$ cat config.mk
export PLATFORM = sky130hd
export DESIGN_NAME = rx_status_irq
export DESIGN_NICKNAME = d
export VERILOG_FILES = /design/src/rtl/rxq_pkg.sv /design/src/rtl/rxq_fifo.sv /design/src/rtl/rxq_irq_gap.sv /design/src/rtl/rx_status_irq.sv
export SDC_FILE = /design/constraint.sdc
export NUM_CORES = 1
export LEC_CHECK = 0
export ABC_CLOCK_PERIOD_IN_PS = 1990
export BUFFER_PORTS_ARGS = -buffer_cell sky130_fd_sc_hd__buf_2
export CAP_MARGIN = 30
export CORE_MARGIN = 2
export CORE_UTILIZATION = 40
export DETAILED_ROUTE_END_ITERATION = 16
export HOLD_SLACK_MARGIN = 0.1
export PLACE_DENSITY = 0.71
export SYNTH_ARGS = -nofsm -noshare
export SYNTH_HDL_FRONTEND = slang
export SYNTH_SLANG_ARGS = --single-unit
$ cat constraint.sdc
create_clock -name clk -period 1.99 [get_ports clk]
set_clock_uncertainty 0.1 [all_clocks]
set_input_delay 0.2985 -clock clk [delete_from_list [all_inputs] [get_ports clk]]
set_output_delay 0.2985 -clock clk [all_outputs]
set_load 0.01 [all_outputs]
$ cat src/rtl/rxq_pkg.sv
package rxq_pkg;
   // Default sizing shared by the block and its checker
   localparam int DEF_PAGE_W  = 4;
   localparam int DEF_DEPTH   = 2;
   localparam int DEF_GAP_CYC = 4;

   // Circular pointer advance for any depth
   function automatic int unsigned ptr_next(input int unsigned p, input int unsigned depth);
      return (p == depth - 1) ? 0 : p + 1;
   endfunction
endpackage

$ cat src/rtl/rxq_fifo.sv
module rxq_fifo #(
   parameter int DEPTH = 2,
   parameter int W     = 4
) (
   input  logic         clk,
   input  logic         rst_n,
   input  logic         push,
   input  logic [W-1:0] din,
   input  logic         pop,
   output logic [W-1:0] head,
   output logic         empty,
   output logic         full
);
   localparam int PW = (DEPTH > 1) ? $clog2(DEPTH) : 1;
   localparam int CW = $clog2(DEPTH + 1);

   if (DEPTH < 1) begin : g_bad_depth
      $error("rxq_fifo: DEPTH must be at least 1");
   end

   logic [W-1:0]  mem [DEPTH];
   logic [PW-1:0] rd_ptr, wr_ptr;
   logic [CW-1:0] cnt;
   logic          do_push, do_pop;

   assign empty   = (cnt == '0);
   assign full    = (cnt == CW'(DEPTH));
   assign do_push = push & ~full;
   assign do_pop  = pop & ~empty;
   assign head    = mem[rd_ptr];

   always_ff @(posedge clk) begin
      if (do_push) mem[wr_ptr] <= din;
   end

   always_ff @(posedge clk) begin
      if (!rst_n) begin
         rd_ptr <= '0;
         wr_ptr <= '0;
         cnt    <= '0;
      end else begin
         if (do_push) wr_ptr <= PW'(rxq_pkg::ptr_next(int'(wr_ptr), DEPTH));
         if (do_pop)  rd_ptr <= PW'(rxq_pkg::ptr_next(int'(rd_ptr), DEPTH));
         case ({do_push, do_pop})
            2'b10:   cnt <= cnt + 1'b1;
            2'b01:   cnt <= cnt - 1'b1;
            default: cnt <= cnt;
         endcase
      end
   end
endmodule

$ cat src/rtl/rxq_irq_gap.sv
module rxq_irq_gap #(
   parameter int GAP_CYC = 4
) (
   input  logic clk,
   input  logic rst_n,
   input  logic want,
   input  logic drop,
   output logic irq
);
   if (GAP_CYC < 0) begin : g_bad_gap
      $error("rxq_irq_gap: GAP_CYC must not be negative");
   end

   logic irq_q;
   assign irq = irq_q;

   if (GAP_CYC == 0) begin : g_nogap
      always_ff @(posedge clk) begin
         if (!rst_n) irq_q <= 1'b0;
         else        irq_q <= want & ~drop;
      end
   end else begin : g_gap
      localparam int GW = $clog2(GAP_CYC + 1);
      logic [GW-1:0] gap_cnt;
      logic          irq_d;

      assign irq_d = want & ~drop & (gap_cnt == '0);

      always_ff @(posedge clk) begin
         if (!rst_n) begin
            irq_q   <= 1'b0;
            gap_cnt <= '0;
         end else begin
            irq_q <= irq_d;
            if (irq_q && !irq_d)    gap_cnt <= GW'(GAP_CYC);
            else if (gap_cnt != '0) gap_cnt <= gap_cnt - 1'b1;
         end
      end
   end
endmodule

$ cat src/rtl/rx_status_irq.sv
module rx_status_irq #(
   parameter int PAGE_W  = rxq_pkg::DEF_PAGE_W,
   parameter int DEPTH   = rxq_pkg::DEF_DEPTH,
   parameter int GAP_CYC = rxq_pkg::DEF_GAP_CYC
) (
   input  logic              clk,
   input  logic              rst_n,
   input  logic              cmd_enable_rx,
   input  logic [PAGE_W-1:0] cmd_page,
   input  logic              cmd_clear_rx,
   input  logic              cmd_disable_rx,
   input  logic              rx_start,
   input  logic              rx_done,
   input  logic              irq_mask_ri,
   output logic              stat_rx_done,
   output logic [PAGE_W-1:0] stat_page,
   output logic              stat_overflow,
   output logic              irq_o,
   output logic              rx_armed,
   output logic              rx_busy,
   output logic [PAGE_W-1:0] act_page
);
   if (PAGE_W < 1) begin : g_bad_page
      $error("rx_status_irq: PAGE_W must be at least 1");
   end
   if (DEPTH < 2) begin : g_bad_depth
      $error("rx_status_irq: DEPTH must be at least 2 for chaining");
   end

   logic              en_empty, en_full, res_empty, res_full;
   logic              en_push, en_pop, res_push, res_pop;
   logic              start_ok, done_ok, busy_q, ovf_q;
   logic [PAGE_W-1:0] en_head, res_head;

   assign en_push  = cmd_enable_rx & ~en_full;
   assign start_ok = rx_start & ~busy_q & ~en_empty & ~res_full;
   assign done_ok  = rx_done & busy_q;
   assign en_pop   = done_ok | (cmd_disable_rx & ~busy_q & ~en_empty);
   assign res_push = done_ok;
   assign res_pop  = cmd_clear_rx & ~res_empty;

   rxq_fifo #(.DEPTH(DEPTH), .W(PAGE_W)) u_en_q (
      .clk(clk), .rst_n(rst_n),
      .push(en_push), .din(cmd_page), .pop(en_pop),
      .head(en_head), .empty(en_empty), .full(en_full)
   );

   rxq_fifo #(.DEPTH(DEPTH), .W(PAGE_W)) u_res_q (
      .clk(clk), .rst_n(rst_n),
      .push(res_push), .din(en_head), .pop(res_pop),
      .head(res_head), .empty(res_empty), .full(res_full)
   );

   always_ff @(posedge clk) begin
      if (!rst_n) begin
         busy_q <= 1'b0;
         ovf_q  <= 1'b0;
      end else begin
         if (start_ok)     busy_q <= 1'b1;
         else if (done_ok) busy_q <= 1'b0;
         if (cmd_enable_rx && en_full) ovf_q <= 1'b1;
      end
   end

   rxq_irq_gap #(.GAP_CYC(GAP_CYC)) u_irq (
      .clk(clk), .rst_n(rst_n),
      .want(~res_empty & ~irq_mask_ri),
      .drop(res_pop),
      .irq(irq_o)
   );

   assign stat_rx_done  = ~res_empty;
   assign stat_page     = res_head;
   assign stat_overflow = ovf_q;
   assign rx_armed      = ~en_empty;
   assign rx_busy       = busy_q;
   assign act_page      = en_head;
endmodule

==> results of run 1 <==
==> kinds of logic (layout without fill, tap and decap cells) <==
family	count (synthesis)	after routing	synth area share (%)
flops	32	32	60.78
simple gates	30	30	11.87
compound gates	16	16	6.552
buf+inv	13	51	3.703
mux	10	10	8.357
xor+xnor	6	6	3.989
fa+ha+maj	5	5	4.748
==> repair_timing <==
action | 4_1_cts | 5_1_grt
setup endpoints to repair | 0 | 1
gates resized for setup | 0 | 1
hold buffers | 5 | 0
buffers inserted | 0 | 0
endpoints found under the hold margin | 9 | 0
==> routing by layer <==
layer  GRT usage [%]  vias up  wire length (um)
met5               0        -                 0
met4           6.383        0                33
met3           6.933        4               121
met2           22.64       19              1054
met1           14.84      402               936
li1                -      456                 -
==> stage by stage <==
step / hold WS (ns) / total power, uW / utilization, % / instances / worst slack, ns
6_report: 0.1216 / 1882 / 52.14 / 194 / 0.08643
5_1_grt: 0.1134 / 2029 / 52.14 / 194 / 0.01087
4_1_cts: 0.1017 / 1897 / 51.73 / 194 / 0.06429
3_5_place_dp: 0.3530 / 1543 / 48.47 / 181 / 0.1109
3_3_place_gp: 0.3486 / 1511 / 48.47 / 181 / 0.2443
2_1_floorplan: 0.2769 / 1343 / - / 112 / 0.2323
==> cells in the final DEF (no fill, tap or decap), drive strengths merged <==
cell,Yosys,final
o21a,1,1
o21ai,5,5
xnor2,2,2
and3,1,1
a21oi,9,9
or2,1,1
nand2,3,3
buf,0,26
nor2b,2,2
or3,4,4
clkbuf,1,5
clkinv,0,3
nand2b,5,5
xor2,4,4
ha,5,5
mux2,8,8
o31a,1,1
nor2,10,10
inv,12,12
or4b,1,1
edfxtp,16,16
nor4,1,1
dfxtp,16,16
nor3,2,2
dlygate4sd3,0,5
mux2i,2,2
==> worst min-delay path by stage <==
stage | slack [ns] | to | cells past startpoint
after floorplan | 0.28 | u_irq.irq | 1
after global placement | 0.35 | stat_overflow | 2
after detailed placement | 0.35 | stat_overflow | 2
after CTS | 0.10 | u_irq.g_gap.gap_cnt[2] | 2
after global routing | 0.11 | u_irq.g_gap.gap_cnt[2] | 2
final | 0.12 | u_irq.g_gap.gap_cnt[2] | 2
==> state kept, by name (all words and copies together), names as in the netlist, named ones only <==
register             flops
u_en_q.mem               8
u_res_q.mem              8
u_irq.g_gap.gap_cnt      3
u_en_q.cnt               2
u_res_q.cnt              2
rx_busy                  1
stat_overflow            1
u_en_q.rd_ptr            1
u_en_q.wr_ptr            1
u_irq.irq                1
u_res_q.rd_ptr           1
u_res_q.wr_ptr           1
==> power by group through the flow <==
stage          sequential, uW  clock, uW  combinational, uW
6_report                  909        338                635
2_1_floorplan             912          0                430
4_1_cts                   909        355                633
3_5_place_dp              925          0                618
5_1_grt                   925        381                723
3_3_place_gp              918          0                594
==> cell type report <==
cell class	instances	area [um2]	area share (%)
Clock buffer	5	37.54	2.320
Clock inverter	3	13.76	0.8507
Inverter	12	45.04	2.784
Multi-Input combinational cell	67	480.5	29.70
Sequential cell	32	800.8	49.50
Tap cell	44	55.05	3.403
Timing Repair Buffer	31	185.2	11.45
==> PnR_summary.wiki, run 1 <==
{| class="wikitable"
! Metric !! Value
|-
| Number of synthesized register bits || 32
|-
| Endpoints failing setup || 0
|-
| Relative contribution of sequential cells to total power || 48.3%
|-
| Vias in the first global route || 880
|-
| Top flip-flop cell by instance count after synthesis || edfxtp_1
|-
| Final-report hold violation count || 0
|-
| Routed WL || 2.144 mm
|-
| Worst Path Class, Setup || input port to flop
|-
| Power per unit of standard cell area || 1164 mW/mm2
|-
| Fraction of the yosys area taken by sequential cells || 60.78%
|-
| Number of design rule violations left after detail routing || 0
|-
| Depth of the CTS H-tree || 2
|-
| Crit path DAT || 2.06 ns
|-
| Via-per-instance ratio || 4.541
|-
| All-Layer GR Usage || 13.77%
|-
| Switching fraction of total power || 32.45%
|-
| Clock tree root buffer cell || clkbuf_4
|-
| Die H || 61.39 um
|-
| Required time of the worst setup path || 2.15 ns
|-
| Core Box Area || 0.003103 mm2
|-
| Worst-case vdd ir drop || 0.0006553 V
|-
| DP Area || 0.001504 mm2
|-
| I/O Buffers || 24
|-
| Clock share of power || 18.0%
|-
| Number of buffers added by the clock tree synthesis step || 5
|-
| Cell family with most CP delay || buffers and inverters
|-
| Total number of vias || 881
|-
| Slew headroom || 73.15%
|-
| Critical path endpoint category || flop
|-
| Tightest Pin Transition || 0.4023 ns
|-
| Reg2Reg Setup Slack || 0.14 ns
|-
| Final max-slew violation count || 0
|-
| Layout cell share with drive strength beyond 1 || 28.67%
|-
| Layout area overhead || 22.79%
|-
| Worst reg2reg path endpoint || u_res_q.cnt[1]
|-
| Internal portion of total power || 1272 uW
|-
| Number of DRC violations after detailed-routing iteration 0 || 13
|-
| GRT overflow || 0
|-
| Non-Filler Cell Area, Final || 0.001618 mm2
|-
| Net count, final || 166
|-
| Classification of the worst-slack hold path || input port to flop
|-
| Net Switching || 610.8 uW
|-
| Biggest cell delay along the critical path || 0.54 ns
|-
| Pin count of the biggest net entering global routing || 14
|-
| Critical path, cell by cell || dlygate4sd3_1 -> buf_2 -> o21ai_0 -> inv_1 -> ha_4 -> or3_1 -> a21oi_1
|-
| Number of iterations in the first detailed-routing pass || 4
|-
| Syn Area/Cell || 11.76 um2
|-
| Post-CTS clock slew at the launch and capture registers of the worst setup and hold paths || 0.09 ns
|-
| Last element of the critical path || u_res_q.cnt[1]
|-
| Deepest clock path buffer count || 2
|-
| Final Cycle Share || 95.66%
|-
| Unrepaired setup endpoints after global routing || false
|-
| Std-Cell Rows || 20
|-
| Achievable Freq || 0.5253 GHz
|-
| Synthesized Nets || 129
|-
| Clock period minus worst slack || 1.904 ns
|-
| Count of cell instances traversed by the critical path || 7
|-
| Number of max-cap violations || 0
|-
| Die area || 0.003769 mm2
|-
| Start point of the critical path || cmd_clear_rx
|-
| Async S/R FF share, synth || 0%
|-
| Chip width || 61.39 um
|-
| Worst path bufs/invs || 3
|-
| Fill cell total of the finished layout || 293
|-
| Critical path fanouts, max || 3
|-
| First-pass GRT wire length || 3.601 mm
|-
| Setup TNS || 0 ns
|-
| Post-synthesis cell count || 112
|-
| Yosys top cell area share || 36.47%
|-
| Per-cell routed wire length || 11.05 um
|-
| Number of top-level design ports || 25
|-
| Clock latency of the later-clocked register in the worst-skew pair || 0.33 ns
|-
| Clock sink total || 32
|-
| Starting utilization of the core area || 42.46%
|-
| Crit start category || input port
|-
| Combinational share of power || 33.7%
|-
| RD Place Congestion || 0.7984
|-
| Post-DRT Antenna Nets || 0
|-
| Number of warning messages in the yosys log || 0
|-
| Diodes inserted || 0
|-
| Cell area after technology mapping || 0.001318 mm2
|-
| Hpwl dp || 1.577 mm
|-
| Worst reg2reg path depth || 6
|-
| Run status || complete, no violations
|-
| R2R Path Start || u_res_q.cnt[0]
|-
| Post-synth cell types || 23
|-
| Leakage component of the power || 0.0006809 uW
|-
| Synth top cells by count || dfxtp_1 (16), edfxtp_1 (16), inv_1 (12)
|-
| Cell type contributing the most total cell area after synthesis || edfxtp_1
|-
| Clock tree from TritonCTS || built
|-
| Dominant cells by area after synthesis || edfxtp_1 (36%), dfxtp_1 (24%), mux2_2 (6.8%), ha_1 (4.7%), a21oi_1 (3.4%)
|-
| Slowest library cell on the worst path || dlygate4sd3_1
|-
| Number of enable-type register cells in the synthesized netlist || 16
|-
| Initial antenna violation count || 0
|-
| Worst Min Path Start || rst_n
|}
(Power assumes the default switching activity.)
==> inputs of run 2 (changes only) <==
--- a/config.mk
+++ b/config.mk
@@ -8,7 +8,7 @@
 export ABC_CLOCK_PERIOD_IN_PS = 1990
 export BUFFER_PORTS_ARGS = -buffer_cell sky130_fd_sc_hd__buf_2
 export CAP_MARGIN = 30
-export CORE_MARGIN = 2
+export CORE_MARGIN = 10
 export CORE_UTILIZATION = 40
 export DETAILED_ROUTE_END_ITERATION = 16
 export HOLD_SLACK_MARGIN = 0.1
==> run 2 against run 1 <==
Effect of this change: first-iteration DRC count rose to 2.7 times the previous value; clock power up 43%; largest cell class unchanged; count of clock-buffer cells in the layout unchanged; wire length up 14%; die area up 59%; non-clock buffer count up 1; global-route usage down 5.0 points; combinational power up 0.6%; register-to-register slack better by 0.02 ns; utilization up 0.85 points.
==> PnR_summary.wiki, run 2 (synthesis gave the netlist of run 1 again) <==
{| class="wikitable"
! Metric !! Value
|-
| Non-Filler Cell Area, Final || 0.001644 mm2 (+1.6%)
|-
| Post-cts repair resize count || 0 (unchanged)
|-
| Diodes inserted || 0 (unchanged)
|-
| Power per unit of standard cell area || 1237 mW/mm2 (+6.3%)
|-
| Initial antenna violation count || 0 (unchanged)
|-
| Worst reg2reg path endpoint || u_res_q.cnt[1]
|-
| Most frequent cells in the layout || buf_2 (24), dfxtp_1 (16), edfxtp_1 (16)
|-
| Unrepaired setup endpoints after global routing || false
|-
| Setup slack after layout || 0.06169 ns (-0.02474 ns)
|-
| Via-per-instance ratio || 4.656 (+2.5%)
|-
| Critical path endpoint category || flop
|-
| Met3 WL || 155 um (+28%)
|-
| Worst Min Path Start || irq_mask_ri
|-
| Hpwl dp || 1.883 mm (+19%)
|-
| Routed WL || 2.446 mm (+14%)
|-
| Clock tree from TritonCTS || built
|-
| DP Area || 0.001504 mm2 (unchanged)
|-
| Pin count of the biggest net entering global routing || 14 (unchanged)
|-
| Std-Cell Rows || 20 (unchanged)
|-
| Number of iterations in the first detailed-routing pass || 4 (unchanged)
|-
| Layout cell share with drive strength beyond 1 || 28.48% (-0.19 points)
|-
| Layout area overhead || 24.79%
|-
| Number of top-level design ports || 25 (unchanged)
|-
| Chip width || 77.39 um (+26%)
|-
| Met2 Routed Length || 1.254 mm (+19%)
|-
| Starting utilization of the core area || 42.46% (unchanged)
|-
| Reg2Reg Setup Slack || 0.16 ns (+0.02 ns)
|-
| Run status || complete, no violations
|-
| Net count, final || 167 (+0.60%)
|-
| Core Box Area || 0.003103 mm2 (unchanged)
|-
| RD Place Congestion || 0.7634 (-4.4%)
|-
| Leakage component of the power || 0.0006931 uW (+1.8%)
|-
| Achievable Freq || 0.5186 GHz (-1.3%)
|-
| Final Cycle Share || 96.90% (+1.2 points)
|-
| Vias in the first global route || 966 (+9.8%)
|-
| Worst reg2reg path depth || 5 (-1)
|-
| Crit path DAT || 2.09 ns (+0.03 ns)
|-
| Per-cell routed wire length || 12.54 um (+14%)
|-
| Pre-CTS worst setup slack || 0.1747 ns (+0.06372 ns)
|-
| Setup repair bufs after CTS || 0 (unchanged)
|-
| Post-DRT Antenna Nets || 0 (unchanged)
|-
| Clock period minus worst slack || 1.928 ns (+0.02474 ns)
|-
| Number of DRC violations after detailed-routing iteration 0 || 35 (+22)
|-
| All-Layer GR Usage || 8.788% (-5.0 points)
|-
| Worst Path Class, Setup || input port to flop
|-
| Die area || 0.005989 mm2 (+59%)
|-
| Die H || 77.39 um (+26%)
|-
| R2R Path Start || u_res_q.cnt[0]
|-
| Setup TNS || 0 ns (unchanged)
|-
| Final max-slew violation count || 0 (unchanged)
|-
| Number of buffers added by the clock tree synthesis step || 5 (unchanged)
|-
| Required time of the worst setup path || 2.16 ns (about the same)
|-
| Critical path fanouts, max || 3 (unchanged)
|-
| Clock latency of the later-clocked register in the worst-skew pair || 0.33 ns (about the same)
|-
| DR top layer || met4
|-
| Deepest clock path buffer count || 2 (unchanged)
|-
| Depth of the CTS H-tree || 2 (unchanged)
|-
| Critical path, cell by cell || dlygate4sd3_1 -> buf_2 -> o21ai_0 -> inv_1 -> ha_1 -> or3_1 -> a21oi_1
|-
| GRT overflow || 0 (unchanged)
|-
| Largest regs || u_en_q.mem: 8 flops, u_res_q.mem: 8 flops, u_irq.g_gap.gap_cnt: 3 flops
|-
| Slowest library cell on the worst path || dlygate4sd3_1
|-
| Worst-case vdd ir drop || 0.0007192 V (+9.8%)
|-
| Met1 wire length || 1.009 mm (+7.8%)
|-
| Post-CTS clock slew at the launch and capture registers of the worst setup and hold paths || 0.10 ns (about the same)
|-
| First-pass GRT wire length || 4.264 mm (+18%)
|-
| Classification of the worst-slack hold path || input port to flop
|-
| Final-report hold violation count || 0 (unchanged)
|-
| Hold-critical path depth || 3 (+1)
|-
| Endpoints failing setup || 0 (unchanged)
|-
| I/O Buffers || 24 (unchanged)
|-
| Total number of vias || 908 (+3.1%)
|-
| Tightest Pin Transition || 0.4140 ns (+0.01163 ns)
|-
| Worst Hold Path EP || u_irq.irq
|-
| Clock sink total || 32 (unchanged)
|-
| Number of design rule violations left after detail routing || 0 (unchanged)
|-
| Slew headroom || 72.37% (-0.78 points)
|-
| Number of max-cap violations || 0 (unchanged)
|-
| Biggest cell delay along the critical path || 0.54 ns (about the same)
|-
| Crit start category || input port
|-
| Most common cell after layout, fill and taps aside || buf_2
|-
| Clock tree root buffer cell || clkbuf_4
|}
-- run 2: power breakdown --
group / leakage, uW / internal (uW) / total [uW] / switching (uW)
Combinational: 0.000374 / 307 / 639 / 332
Sequential: 0.000278 / 830 / 912 / 82.4
Clock: 0.0000412 / 262 / 484 / 222
Total: 0.000693 / 1400 / 2030 / 636
-- run 2: worst max-delay path by stage --
stage	startpoint	to	slack [ns]	cells after the start
after floorplan	rx_busy	u_res_q.cnt[1]	0.23	5
after global placement	rx_done	u_res_q.cnt[1]	0.24	6
after detailed placement	u_res_q.cnt[0]	u_res_q.cnt[1]	0.17	5
after CTS	cmd_clear_rx	u_res_q.cnt[1]	0.09	7
after global routing	cmd_clear_rx	u_res_q.cnt[1]	0.002	7
final	cmd_clear_rx	u_res_q.cnt[1]	0.06	7
-- run 2: layout make-up --
type                            instances  area [um2]
Clock inverter                          3       42.54
Clock buffer                            5       37.54
Fill cell                             312        1459
Inverter                               12       45.04
Tap cell                               44       55.05
Timing Repair Buffer                   32       195.2
Sequential cell                        32       800.8
Multi-Input combinational cell         67       467.9
-- run 2: repair_timing --
item,4_1_cts,5_1_grt
setup endpoints to repair,0,0
endpoints found under the hold margin,9,1
hold buffers,5,1
-- run 2: critical path, delay by kind of cell --
| family | cells | cell delay (ns) |
|---|---|---|
| compound gates | 2 | 0.29 |
| fa+ha+maj | 1 | 0.35 |
| buf+inv | 3 | 0.78 |
| simple gates | 1 | 0.39 |
-- run 2: through the flow --
| step | util, % | power (uW) | cells | hold slack, ns |
|---|---|---|---|---|
| after CTS | 52.66 | 2060 | 194 | 0.1058 |
| after global routing | 52.98 | 2188 | 195 | 0.1389 |
| after detailed placement | 48.47 | 1561 | 181 | 0.3617 |
| after floorplan | - | 1343 | 112 | 0.2769 |
| final | 52.98 | 2034 | 195 | 0.1278 |
| after global placement | 48.47 | 1523 | 181 | 0.3482 |
-- run 2: routing by layer --
metal	vias to the layer above	GRT usage (%)
met3	3	4.724
met1	428	9.339
met2	16	14.46
li1	461	-
met4	0	3.285
met5	-	0
==> inputs of run 3 (changes only) <==
--- a/config.mk
+++ b/config.mk
@@ -5,14 +5,17 @@
 export SDC_FILE = /design/constraint.sdc
 export NUM_CORES = 1
 export LEC_CHECK = 0
+export ABC_AREA = 1
 export ABC_CLOCK_PERIOD_IN_PS = 1990
 export BUFFER_PORTS_ARGS = -buffer_cell sky130_fd_sc_hd__buf_2
 export CAP_MARGIN = 30
 export CORE_MARGIN = 10
 export CORE_UTILIZATION = 40
+export CTS_BUF_LIST = sky130_fd_sc_hd__clkbuf_8 sky130_fd_sc_hd__clkbuf_16
 export DETAILED_ROUTE_END_ITERATION = 16
 export HOLD_SLACK_MARGIN = 0.1
 export PLACE_DENSITY = 0.71
+export SKIP_LAST_GASP = 1
 export SYNTH_ARGS = -nofsm -noshare
 export SYNTH_HDL_FRONTEND = slang
 export SYNTH_SLANG_ARGS = --single-unit
==> run 3 against run 2 <==
Effect of this change: utilization fell by 0.58 points; highest routed layer unchanged; final cell count up 6.7%; first-iteration DRC count down 29%; sequential cell count unchanged; via count rose by 2.8%; critical path depth shrank 5; combinational power grew 5.8%; non-clock buffer count down 4; critical endpoint is now act_page[1]; register-to-register slack improved by 0.26 ns; worst hold slack better by 0.048 ns; synthesized cell count rose by 14%.
==> PnR_summary.wiki, run 3 <==
{| class="wikitable"
! Metric !! Value
|-
| Setup TNS || 0 ns (unchanged)
|-
| Non-Filler Cell Area, Final || 0.001639 mm2 (-0.30%)
|-
| All-Layer GR Usage || 8.929% (+0.14 points)
|-
| Achievable Freq || 0.6194 GHz (+19%)
|-
| Core Box Area || 0.003128 mm2 (+0.81%)
|-
| Clock latency of the later-clocked register in the worst-skew pair || 0.28 ns (-0.05 ns)
|-
| Synthesized Nets || 145 (+12%)
|-
| RD Place Congestion || 0.7406 (-3.0%)
|-
| Most frequent cells in the layout || buf_2 (24), inv_1 (22), nor2_1 (16), dfxtp_1 (16), edfxtp_1 (16)
|-
| Dominant cells by area after synthesis || edfxtp_1 (36%), dfxtp_1 (24%), mux2_2 (6.8%), inv_1 (5.9%), ha_1 (4.7%)
|-
| Worst Path Class, Setup || flop to output port
|-
| Largest regs || u_en_q.mem: 8 flops, u_res_q.mem: 8 flops, u_irq.g_gap.gap_cnt: 3 flops
|-
| Post-DRT Antenna Nets || 0 (unchanged)
|-
| Hold Worst Slack || 0.1758 ns (+0.04800 ns)
|-
| Critical path endpoint category || output port
|-
| Async S/R FF share, synth || 0% (unchanged)
|-
| Clock tree from TritonCTS || built
|-
| Crit path DAT || 1.22 ns (-0.87 ns)
|-
| Cell area after technology mapping || 0.001334 mm2 (+1.2%)
|-
| Routed WL || 2.537 mm (+3.7%)
|-
| Syn Area/Cell || 10.42 um2 (-11%)
|-
| First-pass GRT wire length || 4.174 mm (-2.1%)
|-
| Std-Cell Rows || 20 (unchanged)
|-
| Tightest Pin Transition || 0.4091 ns (-0.004907 ns)
|-
| Critical path, cell by cell || mux2_2 -> buf_2
|-
| Number of enable-type register cells in the synthesized netlist || 16 (unchanged)
|-
| Number of DRC violations after detailed-routing iteration 0 || 25 (-29%)
|-
| Required time of the worst setup path || 1.59 ns (-0.57 ns)
|-
| Die H || 77.75 um (+0.46%)
|-
| Run status || complete, no violations
|-
| Crit start category || flop
|-
| Worst-case vdd ir drop || 0.0006100 V (-15%)
|-
| Slew headroom || 72.63% (+0.26 points)
|-
| Classification of the worst-slack hold path || input port to flop
|-
| Post-synthesis cell count || 128 (+14%)
|-
| Number of iterations in the first detailed-routing pass || 4 (unchanged)
|-
| Vias in the first global route || 959 (-0.72%)
|-
| Pre-CTS worst setup slack || 0.3781 ns (+0.2035 ns)
|-
| Biggest cell delay along the critical path || 0.41 ns (-0.13 ns)
|-
| Final max-slew violation count || 0 (unchanged)
|-
| Post-synth cell types || 19 (-17%)
|-
| Setup slack after layout || 0.3757 ns (+0.3140 ns)
|-
| Clock period minus worst slack || 1.614 ns (-0.3140 ns)
|-
| Deepest clock path buffer count || 2 (unchanged)
|-
| Final-report hold violation count || 0 (unchanged)
|-
| Number of synthesized register bits || 32 (unchanged)
|-
| Pin count of the biggest net entering global routing || 11 (-3)
|-
| Clock tree root buffer cell || clkbuf_8
|-
| Number of design rule violations left after detail routing || 0 (unchanged)
|-
| Cell type contributing the most total cell area after synthesis || edfxtp_1
|-
| Total number of vias || 933 (+2.8%)
|-
| I/O Buffers || 24 (unchanged)
|-
| Post-CTS clock slew at the launch and capture registers of the worst setup and hold paths || 0.06 ns (-0.04 ns)
|-
| Initial antenna violation count || 0 (unchanged)
|-
| Critical path fanouts, max || 4 (+1)
|-
| Final Cycle Share || 81.12% (-16 points)
|-
| Most instantiated library cell after synthesis || inv_1
|-
| Post-cts repair resize count || 0 (unchanged)
|-
| Chip width || 77.75 um (+0.46%)
|-
| Net count, final || 180 (+7.8%)
|-
| Most common cell after layout, fill and taps aside || buf_2
|-
| DP Area || 0.001509 mm2 (+0.33%)
|-
| Power per unit of standard cell area || 1282 mW/mm2 (+3.6%)
|-
| Via-per-instance ratio || 4.486 (-3.7%)
|-
| Layout area overhead || 22.89%
|-
| Number of warning messages in the yosys log || 0 (unchanged)
|-
| Unrepaired setup endpoints after global routing || false
|-
| Cell family with most CP delay || flip-flops
|-
| Slowest library cell on the worst path || dfxtp_1
|-
| Fraction of the yosys area taken by sequential cells || 60.04% (-0.74 points)
|-
| Number of max-cap violations || 0 (unchanged)
|-
| Endpoints failing setup || 0 (unchanged)
|-
| Leakage component of the power || 0.0007164 uW (+3.4%)
|-
| Synth top cells by count || inv_1 (21), dfxtp_1 (16), edfxtp_1 (16), nor2_1 (16), nand2_1 (12)
|-
| Diodes inserted || 0 (unchanged)
|-
| Number of cells in the design after placement || 196 (+8.3%)
|-
| Top flip-flop cell by instance count after synthesis || edfxtp_1
|-
| Yosys top cell area share || 36.02% (-0.44 points)
|-
| Number of top-level design ports || 25 (unchanged)
|-
| Per-cell routed wire length || 12.20 um (-2.8%)
|-
| Fill cell total of the finished layout || 289 (-7.4%)
|-
| Starting utilization of the core area || 42.64% (+0.18 points)
|-
| Post-Layout Cell Count || 208 (+6.7%)
|-
| Clock sink total || 32 (unchanged)
|-
| Worst path bufs/invs || 1 (-2)
|-
| Depth of the CTS H-tree || 2 (unchanged)
|-
| GRT overflow || 0 (unchanged)
|-
| Hpwl dp || 1.917 mm (+1.8%)
|-
| Die area || 0.006044 mm2 (+0.92%)
|-
| Number of buffers added by the clock tree synthesis step || 5 (unchanged)
|-
| Layout cell share with drive strength beyond 1 || 28.66% (+0.18 points)
|}
run 3: changes by cell type after synthesis, sizes merged, moves of 2 or more:
| cell | previous run | this run |
|---|---|---|
| a31oi | 0 | 2 |
| inv | 12 | 22 |
| mux2i | 2 | 0 |
| nand2 | 3 | 16 |
| nand2b | 5 | 0 |
| nand3 | 0 | 6 |
| nor2 | 10 | 18 |
| nor2b | 2 | 0 |
| o21ai | 5 | 7 |
| or3 | 4 | 0 |
| xnor2 | 2 | 0 |
| xor2 | 4 | 2 |
run 3: cells by family (layout without fill, tap and decap cells):
logic type,count (synthesis),in the layout,share of synthesized area (%)
muxes,8,8,6.754
xor gates and xnor gates,2,2,1.314
adders and majority gates,5,5,4.690
and+or+nand+nor,42,42,14.16
AOI/OAI and AO/OA,17,17,6.848
buffers and inverters,22,58,6.191
DFF,32,32,60.04
run 3: final cells by class:
class / instances / area, um2 / share of cell area (%)
Clock buffer: 6 / 82.58 / 5.038
Multi-Input combinational cell: 74 / 450.4 / 27.48
Tap cell: 44 / 55.05 / 3.359
Clock inverter: 2 / 7.507 / 0.4580
Inverter: 22 / 82.58 / 5.038
Timing Repair Buffer: 28 / 160.2 / 9.771
Sequential cell: 32 / 800.8 / 48.86
run 3: repair_timing:
action | CTS | global route
hold buffers | 2 | 2
setup buffers | 0 | 0
hold endpoints to repair | 3 | 3
run 3: report_power, final:
| part | leakage [uW] | switching [uW] | total [uW] | internal [uW] |
|---|---|---|---|---|
| Clock | 0.0000500 | 224 | 496 | 271 |
| Combinational | 0.000388 | 400 | 676 | 276 |
| Sequential | 0.000278 | 83.5 | 929 | 845 |
| Total | 0.000716 | 708 | 2100 | 1390 |
run 3: worst paths after layout:
path,startpoint,endpoint,slack (ns),depth (start not counted)
max,flop,act_page[1],0.38,2
min,rx_start,rx_busy,0.18,3
max reg2reg,rx_busy,u_en_q.cnt[1],0.42,7
min reg2reg,stat_overflow,stat_overflow,0.37,2
run 3: through the flow:
step                      util (%)  power (uW)
final                        52.40        2101
after global routing         52.40        2262
after detailed placement     48.24        1620
after global placement       48.24        1573
after floorplan                  -        1418
after CTS                    51.76        2129
run 3: routing by layer:
metal  vias up  track usage (%)  wire length, um
met5         -                0                0
met4         0            6.022               72
met3         6            4.724              166
met2        22            14.59             1205
met1       417            8.581             1092
li1        488                -                -
run 3: tightest hold or removal path, delay by kind of cell:
family / cells / cell delay [ns]
buffers and inverters: 1 / 0.10
AND/OR/NAND/NOR: 1 / 0.07
AO/OA/AOI/OAI: 1 / 0.05
